===== src/rtl/gpio_pkg.sv =====
package gpio_pkg;
  localparam int PORT_W    = 8;
  localparam int ADDR_W    = 12;
  localparam int BUS_W     = 32;
  localparam int MASK_LSB  = 2;
  localparam int DIR_BYTE  = 'h400;
  localparam int SYNC_DEPTH = 2;
endpackage


===== src/rtl/gpio_sync.sv =====
module gpio_sync #(
  parameter int W      = 8,
  parameter int STAGES = 2
) (
  input  logic         clk,
  input  logic         rst_n,
  input  logic [W-1:0] d_in,
  output logic [W-1:0] q_out
);
  logic [W-1:0] stage_q [STAGES];

  generate
    for (genvar k = 0; k < STAGES; k++) begin : g_stage
      if (k == 0) begin : g_first
        always_ff @(posedge clk) begin
          if (!rst_n) stage_q[k] <= '0;
          else        stage_q[k] <= d_in;
        end
      end else begin : g_next
        always_ff @(posedge clk) begin
          if (!rst_n) stage_q[k] <= '0;
          else        stage_q[k] <= stage_q[k-1];
        end
      end
    end
  endgenerate

  assign q_out = stage_q[STAGES-1];

  // Latency check: enabled once enough edges have passed since reset.
  localparam int AGE_W = $clog2(STAGES + 2);
  logic [AGE_W-1:0] age_q;
  always_ff @(posedge clk) begin
    if (!rst_n)                          age_q <= '0;
    else if (age_q != AGE_W'(STAGES + 1)) age_q <= age_q + 1'b1;
  end

  generate
    if (STAGES == 2) begin : g_chk2
      a_r6_two_edge_latency: assert property (@(posedge clk) disable iff (!rst_n)
        (age_q == AGE_W'(STAGES + 1)) |-> (q_out == $past(d_in, 2)));
    end
  endgenerate
endmodule


===== src/rtl/gpio_regs.sv =====
module gpio_regs #(
  parameter int W = 8
) (
  input  logic         clk,
  input  logic         rst_n,
  input  logic         data_we,
  input  logic         dir_we,
  input  logic [W-1:0] mask,
  input  logic [W-1:0] wdata,
  output logic [W-1:0] latch_q,
  output logic [W-1:0] dir_q
);
  always_ff @(posedge clk) begin
    if (!rst_n) begin
      latch_q <= '0;
    end else if (data_we) begin
      latch_q <= (latch_q & ~mask) | (wdata & mask);
    end
  end

  always_ff @(posedge clk) begin
    if (!rst_n)      dir_q <= '0;
    else if (dir_we) dir_q <= wdata;
  end

  a_r3_unmasked_hold: assert property (@(posedge clk) disable iff (!rst_n)
    $past(data_we) |-> ((latch_q & ~$past(mask)) == ($past(latch_q) & ~$past(mask))));

  a_r3_masked_load: assert property (@(posedge clk) disable iff (!rst_n)
    $past(data_we) |-> ((latch_q & $past(mask)) == ($past(wdata) & $past(mask))));

  a_r3_idle_hold: assert property (@(posedge clk) disable iff (!rst_n)
    !$past(data_we) |-> $stable(latch_q));
endmodule


===== src/rtl/gpio_rdmux.sv =====
module gpio_rdmux #(
  parameter int W     = 8,
  parameter int BUS_W = 32
) (
  input  logic             sel_data,
  input  logic             sel_dir,
  input  logic [W-1:0]     mask,
  input  logic [W-1:0]     latch_q,
  input  logic [W-1:0]     dir_q,
  input  logic [W-1:0]     pin_sync,
  output logic [BUS_W-1:0] rdata
);
  logic [W-1:0] level;

  generate
    for (genvar b = 0; b < W; b++) begin : g_bit
      assign level[b] = dir_q[b] ? latch_q[b] : pin_sync[b];
    end
  endgenerate

  always_comb begin
    rdata = '0;
    if (sel_data)     rdata[W-1:0] = level & mask;
    else if (sel_dir) rdata[W-1:0] = dir_q;
  end
endmodule


===== src/rtl/gpio_port.sv =====
module gpio_port
  import gpio_pkg::*;
(
  input  logic              clk,
  input  logic              rst_n,
  input  logic [ADDR_W-1:0] bus_addr,
  input  logic              bus_we,
  input  logic [BUS_W-1:0]  bus_wdata,
  output logic [BUS_W-1:0]  bus_rdata,
  input  logic [PORT_W-1:0] pin_in,
  output logic [PORT_W-1:0] pin_out,
  output logic [PORT_W-1:0] pin_oe
);
  localparam int WIN_MSB  = MASK_LSB + PORT_W;
  localparam int DIR_WORD = DIR_BYTE >> MASK_LSB;

  logic              sel_data, sel_dir;
  logic [PORT_W-1:0] mask, latch_q, dir_q, pin_sync;

  assign sel_data = (bus_addr[ADDR_W-1:WIN_MSB] == '0);
  assign sel_dir  = (bus_addr[ADDR_W-1:MASK_LSB] == (ADDR_W-MASK_LSB)'(DIR_WORD));
  assign mask     = bus_addr[WIN_MSB-1:MASK_LSB];

  gpio_sync #(.W(PORT_W), .STAGES(SYNC_DEPTH)) u_sync (
    .clk(clk), .rst_n(rst_n), .d_in(pin_in), .q_out(pin_sync));

  gpio_regs #(.W(PORT_W)) u_regs (
    .clk(clk), .rst_n(rst_n),
    .data_we(bus_we && sel_data), .dir_we(bus_we && sel_dir),
    .mask(mask), .wdata(bus_wdata[PORT_W-1:0]),
    .latch_q(latch_q), .dir_q(dir_q));

  gpio_rdmux #(.W(PORT_W), .BUS_W(BUS_W)) u_rd (
    .sel_data(sel_data), .sel_dir(sel_dir), .mask(mask),
    .latch_q(latch_q), .dir_q(dir_q), .pin_sync(pin_sync),
    .rdata(bus_rdata));

  assign pin_out = latch_q;
  assign pin_oe  = dir_q;

  a_r4_unmasked_zero: assert property (@(posedge clk) disable iff (!rst_n)
    sel_data |-> ((bus_rdata[PORT_W-1:0] & ~bus_addr[WIN_MSB-1:MASK_LSB]) == '0));

  a_r2_dir_write_reaches_oe: assert property (@(posedge clk) disable iff (!rst_n)
    $past(bus_we && sel_dir) |-> (pin_oe == $past(bus_wdata[PORT_W-1:0])));

  a_r2_oe_stable: assert property (@(posedge clk) disable iff (!rst_n)
    !$past(bus_we && sel_dir) |-> $stable(pin_oe));
endmodule


===== config.mk =====
export PLATFORM = sky130hd
export DESIGN_NAME = gpio_port
export DESIGN_NICKNAME = d
export VERILOG_FILES = /design/src/rtl/gpio_pkg.sv /design/src/rtl/gpio_sync.sv /design/src/rtl/gpio_regs.sv /design/src/rtl/gpio_rdmux.sv /design/src/rtl/gpio_port.sv
export SDC_FILE = /design/constraint.sdc
export NUM_CORES = 1
export LEC_CHECK = 0
export BUFFER_PORTS_ARGS = -buffer_cell sky130_fd_sc_hd__buf_2
export CAP_MARGIN = 5
export CORE_UTILIZATION = 35
export DETAILED_ROUTE_END_ITERATION = 10
export GPL_TIMING_DRIVEN = 0
export PLACE_DENSITY = 0.72
export SKIP_LAST_GASP = 1
export SYNTH_ARGS = -nofsm -noshare
export SYNTH_HDL_FRONTEND = slang
export SYNTH_SLANG_ARGS = --single-unit

===== constraint.sdc =====
create_clock -name clk -period 1.1 [get_ports clk]
set_clock_uncertainty 0.1 [all_clocks]
set_input_delay 0.11 -clock clk [delete_from_list [all_inputs] [get_ports clk]]
set_output_delay 0.11 -clock clk [all_outputs]
set_load 0.05 [all_outputs]

==> results_dict.tcl, run 1 <==
set metrics [dict create \
    overflow 0 \
    fmaxAchievable_mhz 712 \
    wirelength_um 3840 \
    initial_core_util 0.368 \
    grt_max_degree 11 \
    final-hold-violation-count 1 \
    dr.pass1.iters 4 \
    num_rows 23 \
    use_met3 0.0411 \
    slowest_delay_ps 350 \
    cts_tree "done" \
    pre_cts_ws_ps -821 \
    area_growth_pct 68.6 \
    fp.coreArea_um2 4030 \
    final_cell_mix "buf_4 (32), conb_1 (24), buf_2 (24), buf_6 (18)" \
    portBuffers 51 \
    cts_made_buffers 5 \
    drv_slew 0 \
    crit_family "simple AND/OR/NAND/NOR gates" \
    synth_area_um2 1480 \
    setup.worst_path.end_class "primary output" \
    path_cells "buf_8, nor4_4, nand3_4, buf_12, a31oi_4, buf_6" \
    grt_busiest_layer "met2" \
    hold_ws_ps -1.90 \
    use_met2 0.298 \
    die_h_um 67.1 \
    pwr_density_cell_nw_per_um2 1060 \
    period_share 1.28 \
    met1_usage 0.220 \
    leakage_nw 1.11 \
    worstPathMaxFanout 5 \
    clock-sinks 32 \
    ioPinCount 103 \
    wl_per_cell_um 12.3 \
    place_area_um2 2060 \
    status "finished, violations left" \
    slowest_stage "nor4_4" \
    path_class "primary input to primary output" \
    cts_root_buf "clkbuf_8" \
    fin_crit_ps 1400 \
    clock_tree.buffer_depth 2 \
    die_area_um2 4500 \
    ctsHtreeMaxLevel 2 \
    grt_pass1_wl_um 5860 \
    die_w_um 67.1 \
    p_total_w 0.00265 \
    drt_iter0_drc 31 \
    layout_commonest_cell "buf_4" \
    ys_seq_area_frac 0.432 \
    antenna_found_initial 0 \
    ir_drop_v 0.000630 \
    cp_num_buf_inv 3 \
    design_area_um2 2500 \
    synth.distinct_cells 18 \
    grt_pass1_vias 1217 \
    rrSetupSlack_ps 270 \
    hpwlAfterDp_um 2690 \
    synth_warnings 0 \
    startpoint_type "primary input" \
    nNetsFinal 315 \
    insertion_delay_ps 270 \
    finish.utilization 0.621 \
    crit_arrival_ps 1190 \
    rsz0062_at_grt "yes" \
    routabilityCongestion 0.730 \
    setup_viol 8 \
    hp-class "primary input to flop" \
    diodes 0 \
    clk_pin_slew_worst_paths_ps 60 \
    drc 0 \
    ant_nets 0 \
    viasPerCell 4.44 \
    syn_avg_cell_area_um2 9.33 \
    crit_required_ps 890 \
    vias 1381 \
    track_usage 0.176 \
    fin_ws_ps -305 \
    netlist_instances 159 \
    max_cap_viol_count 0 \
    violations "hold timing, setup timing" \
    final_layout_size_suffix_gt1_frac 0.487 \
    synth_seq_cells 32 \
]
-- layer usage --
| layer | routed length, µm | share of wire |
|---|---|---|
| met1 | 1680 | 0.44 |
| met2 | 1900 | 0.50 |
| met3 | 229 | 0.060 |
| met4 | 28 | 0.0073 |
| met5 | 0 | 0 |
-- synth_stat cells --
cell type | number | area, µm²
a21boi_0 | 8 | 60.1
a31oi_1 | 16 | 100
and2_1 | 16 | 100
and3_2 | 8 | 60.1
and4_1 | 1 | 8.76
buf_4 | 25 | 188
buf_6 | 1 | 11.3
clkbuf_1 | 5 | 18.8
conb_1 | 1 | 3.75
dfxtp_1 | 32 | 641
mux2i_1 | 8 | 80.1
nand2_1 | 16 | 60.1
nand3_1 | 9 | 45.0
nor2_1 | 2 | 7.51
nor3b_4 | 1 | 18.8
nor4_1 | 1 | 6.26
nor4b_2 | 1 | 15.0
o21a_1 | 8 | 60.1
-- stage by stage --
step	cells	hold slack [ps]	setup TNS [ps]
floorplan	182	137	-2190
finish	311	-1.90	-2210
global route	311	1.66	-2790
CTS	309	1.45	-2210
detailed placement	283	220	-12290
global placement	283	218	-12050
-- path summary, 6_finish.rpt --
path	start	endpoint	depth (start not counted)
setup / recovery	bus_addr[7]	bus_rdata[2]	6
hold / removal	bus_wdata[5]	u_regs.dir_q[5]$_SDFFE_PN0P_	3
setup reg to reg	flop	flop	2
hold reg to reg	u_sync.stage_q[0][4]$_SDFF_PN0_	u_sync.stage_q[1][4]$_SDFF_PN0_	1
-- worst register-to-register path: cells and delay by family (launching register included) --
| family | cells | cell delay [ps] |
|---|---|---|
| DFF | 1 | 330 |
| AOI/OAI and AO/OA | 2 | 300 |
-- power by group --
| part | leakage, nW | switching [W] | internal [W] | total (W) |
|---|---|---|---|---|
| Combinational | 0.792 | 0.000340 | 0.000205 | 0.000545 |
| Clock | 0.0455 | 0.000387 | 0.000510 | 0.000896 |
| Sequential | 0.270 | 0.0000111 | 0.00119 | 0.00120 |
-- kinds of logic after synthesis --
kind of cell,synth area share
AOI/OAI and AO/OA,0.148
buffers and inverters,0.147
DFF,0.432
muxes,0.0540
other,0.00253
and+or+nand+nor,0.217
-- layout make-up --
cell class              count  area, µm²
flip-flops and latches     32        661
fillers                   355       1530
well taps                  50       62.6
clock buffers               8       90.1
plain buffers              31        221
multi-input cells         119        876
repair buffers             71        592
-- what timing repair did --
item	CTS	global route
resized for setup	36	15
endpoints found under the setup margin	32	36
buffers inserted	4	2
hold buffers	14	0
pin swaps	12	4
endpoints found under the hold margin	14	0
Note: power is estimated with default switching activity, not from simulation.
==> inputs of run 2 (changes only) <==
--- a/config.mk
+++ b/config.mk
@@ -10,6 +10,7 @@
 export CORE_UTILIZATION = 35
 export DETAILED_ROUTE_END_ITERATION = 10
 export GPL_TIMING_DRIVEN = 0
+export MAX_ROUTING_LAYER = met4
 export PLACE_DENSITY = 0.72
 export SKIP_LAST_GASP = 1
 export SYNTH_ARGS = -nofsm -noshare
==> run 2 against run 1 <==
Net effect: the flow finishes with violations (setup timing); setup slack gained 4.3 ps; fmax grew 0.31%; non-clock buffer count is the same; first-iteration DRC count shrank 6.5%; via count grew 0.14%; critical path depth is the same; die area is the same; critical endpoint unchanged; largest cell class unchanged; highest routed layer unchanged.
==> results_dict.tcl, run 2 (same netlist as run 1, synthesis figures left out) <==
set metrics [dict create \
    status "finished, violations left" \
    violations "setup timing" \
    rrSetupSlack_ps 270 \
    wirelength_um 3820 \
    fillCellCount 355 \
    rsz0062_at_grt "yes" \
    place_area_um2 2060 \
    die_w_um 67.1 \
    ir_drop_v 0.000629 \
    antenna_found_initial 0 \
    vias 1383 \
    grt_pass1_wl_um 5880 \
    routabilityCongestion 0.739 \
    slowest_delay_ps 350 \
    hold_ws_ps 0.182 \
    track_usage 0.182 \
    startpoint_type "primary input" \
    max_cap_viol_count 0 \
    cts_tree "done" \
    ant_nets 0 \
    initial_core_util 0.368 \
    die_h_um 67.1 \
    wl_per_cell_um 12.3 \
    worstPathMaxFanout 5 \
    final-hold-violation-count 0 \
    clk_pin_slew_worst_paths_ps 60 \
    crit_required_ps 890 \
    pwr_density_cell_nw_per_um2 1060 \
    fmaxAchievable_mhz 714 \
    hp-class "primary input to flop" \
    drv_slew 0 \
    grt_max_degree 11 \
    clock-sinks 32 \
    regArea_um2 661 \
    fin_ws_ps -300 \
    clock_tree.buffer_depth 2 \
    path_cells "buf_8, nor4_4, nand3_4, buf_12, a31oi_4, buf_6" \
    setup.worst_path.end_class "primary output" \
    ctsHtreeMaxLevel 2 \
    setup_viol 8 \
    fp.coreArea_um2 4030 \
    grt_pass1_vias 1214 \
    drc 0 \
    overflow 0 \
    dr.pass1.iters 4 \
    path_class "primary input to primary output" \
    drt_iter0_drc 29 \
    multi_input_area_um2 876 \
    die_area_um2 4500 \
    ioPinCount 103 \
    slowest_stage "nor4_4" \
    cts_made_buffers 5 \
    period_share 1.27 \
    diodes 0 \
    portBuffers 51 \
    cts_root_buf "clkbuf_8" \
    crit_family "simple AND/OR/NAND/NOR gates" \
    crit_arrival_ps 1190 \
    fin_crit_ps 1400 \
    layout_commonest_cell "buf_4" \
    leakage_nw 1.11 \
    area_growth_pct 68.6 \
    final_layout_size_suffix_gt1_frac 0.487 \
    nNetsFinal 315 \
    design_area_um2 2500 \
    setup_tns_ps -2200 \
    insertion_delay_ps 270 \
    hpwlAfterDp_um 2690 \
    p_total_w 0.00264 \
    cp_num_buf_inv 3 \
    final_cell_mix "buf_4 (32), conb_1 (24), buf_2 (24), buf_6 (18)" \
    viasPerCell 4.45 \
    num_rows 23 \
]
run 2: cell counts in the layout (fill, tap and decap cells not counted):
Identical to the previous run, type by type.
run 2: area by class of cell:
type	count	share of cell area
Buffer	31	0.0885
Clock buffer	8	0.0360
Multi-Input combinational cell	119	0.350
Sequential cell	32	0.264
Tap cell	50	0.0250
Timing Repair Buffer	71	0.237
run 2: worst paths after layout:
| path | endpoint | start | depth (start not counted) |
|---|---|---|---|
| setup / recovery | bus_rdata[2] | bus_addr[7] | 6 |
| hold / removal | u_regs.dir_q[5]$_SDFFE_PN0P_ | bus_wdata[5] | 3 |
| setup reg to reg | flop | flop | 2 |
| hold reg to reg | u_sync.stage_q[1][4]$_SDFF_PN0_ | u_sync.stage_q[0][4]$_SDFF_PN0_ | 1 |
run 2: worst min-delay path, cell delays in order:
cell and delay, ps:
buf_2 110, nand2_1 50, mux2i_1 60
run 2: per-layer routing:
layer	share of wire	global-route usage	vias up	wire length [µm]
met4	0.0079	0.0532	0	30
met3	0.051	0.0377	4	196
li1	-	-	709	-
met1	0.44	0.223	622	1690
met5	0	-	-	0
met2	0.50	0.298	48	1910
run 2: what timing repair did:
action,CTS,global route
hold buffers,14,0
setup buffers,4,2
gates cloned,0,0
endpoints found under the hold margin,14,0
gates resized for setup,36,15
setup endpoints to repair,32,36
pin swaps,12,4
run 2: stage by stage:
stage / utilization / instances / worst slack (ps)
final: 0.621 / 311 / -300
after global routing: 0.621 / 311 / -347
after CTS: 0.607 / 309 / -298
after detailed placement: 0.512 / 283 / -821
after global placement: 0.512 / 283 / -804
after floorplan: - / 182 / -243
run 2: report_power, final:
group          leakage [nW]  internal, W  switching (W)  total [W]
Combinational         0.792     0.000205       0.000340   0.000545
Clock                0.0455     0.000510       0.000385   0.000894
Sequential            0.270      0.00119      0.0000111    0.00120
Total                  1.11      0.00191       0.000736    0.00264
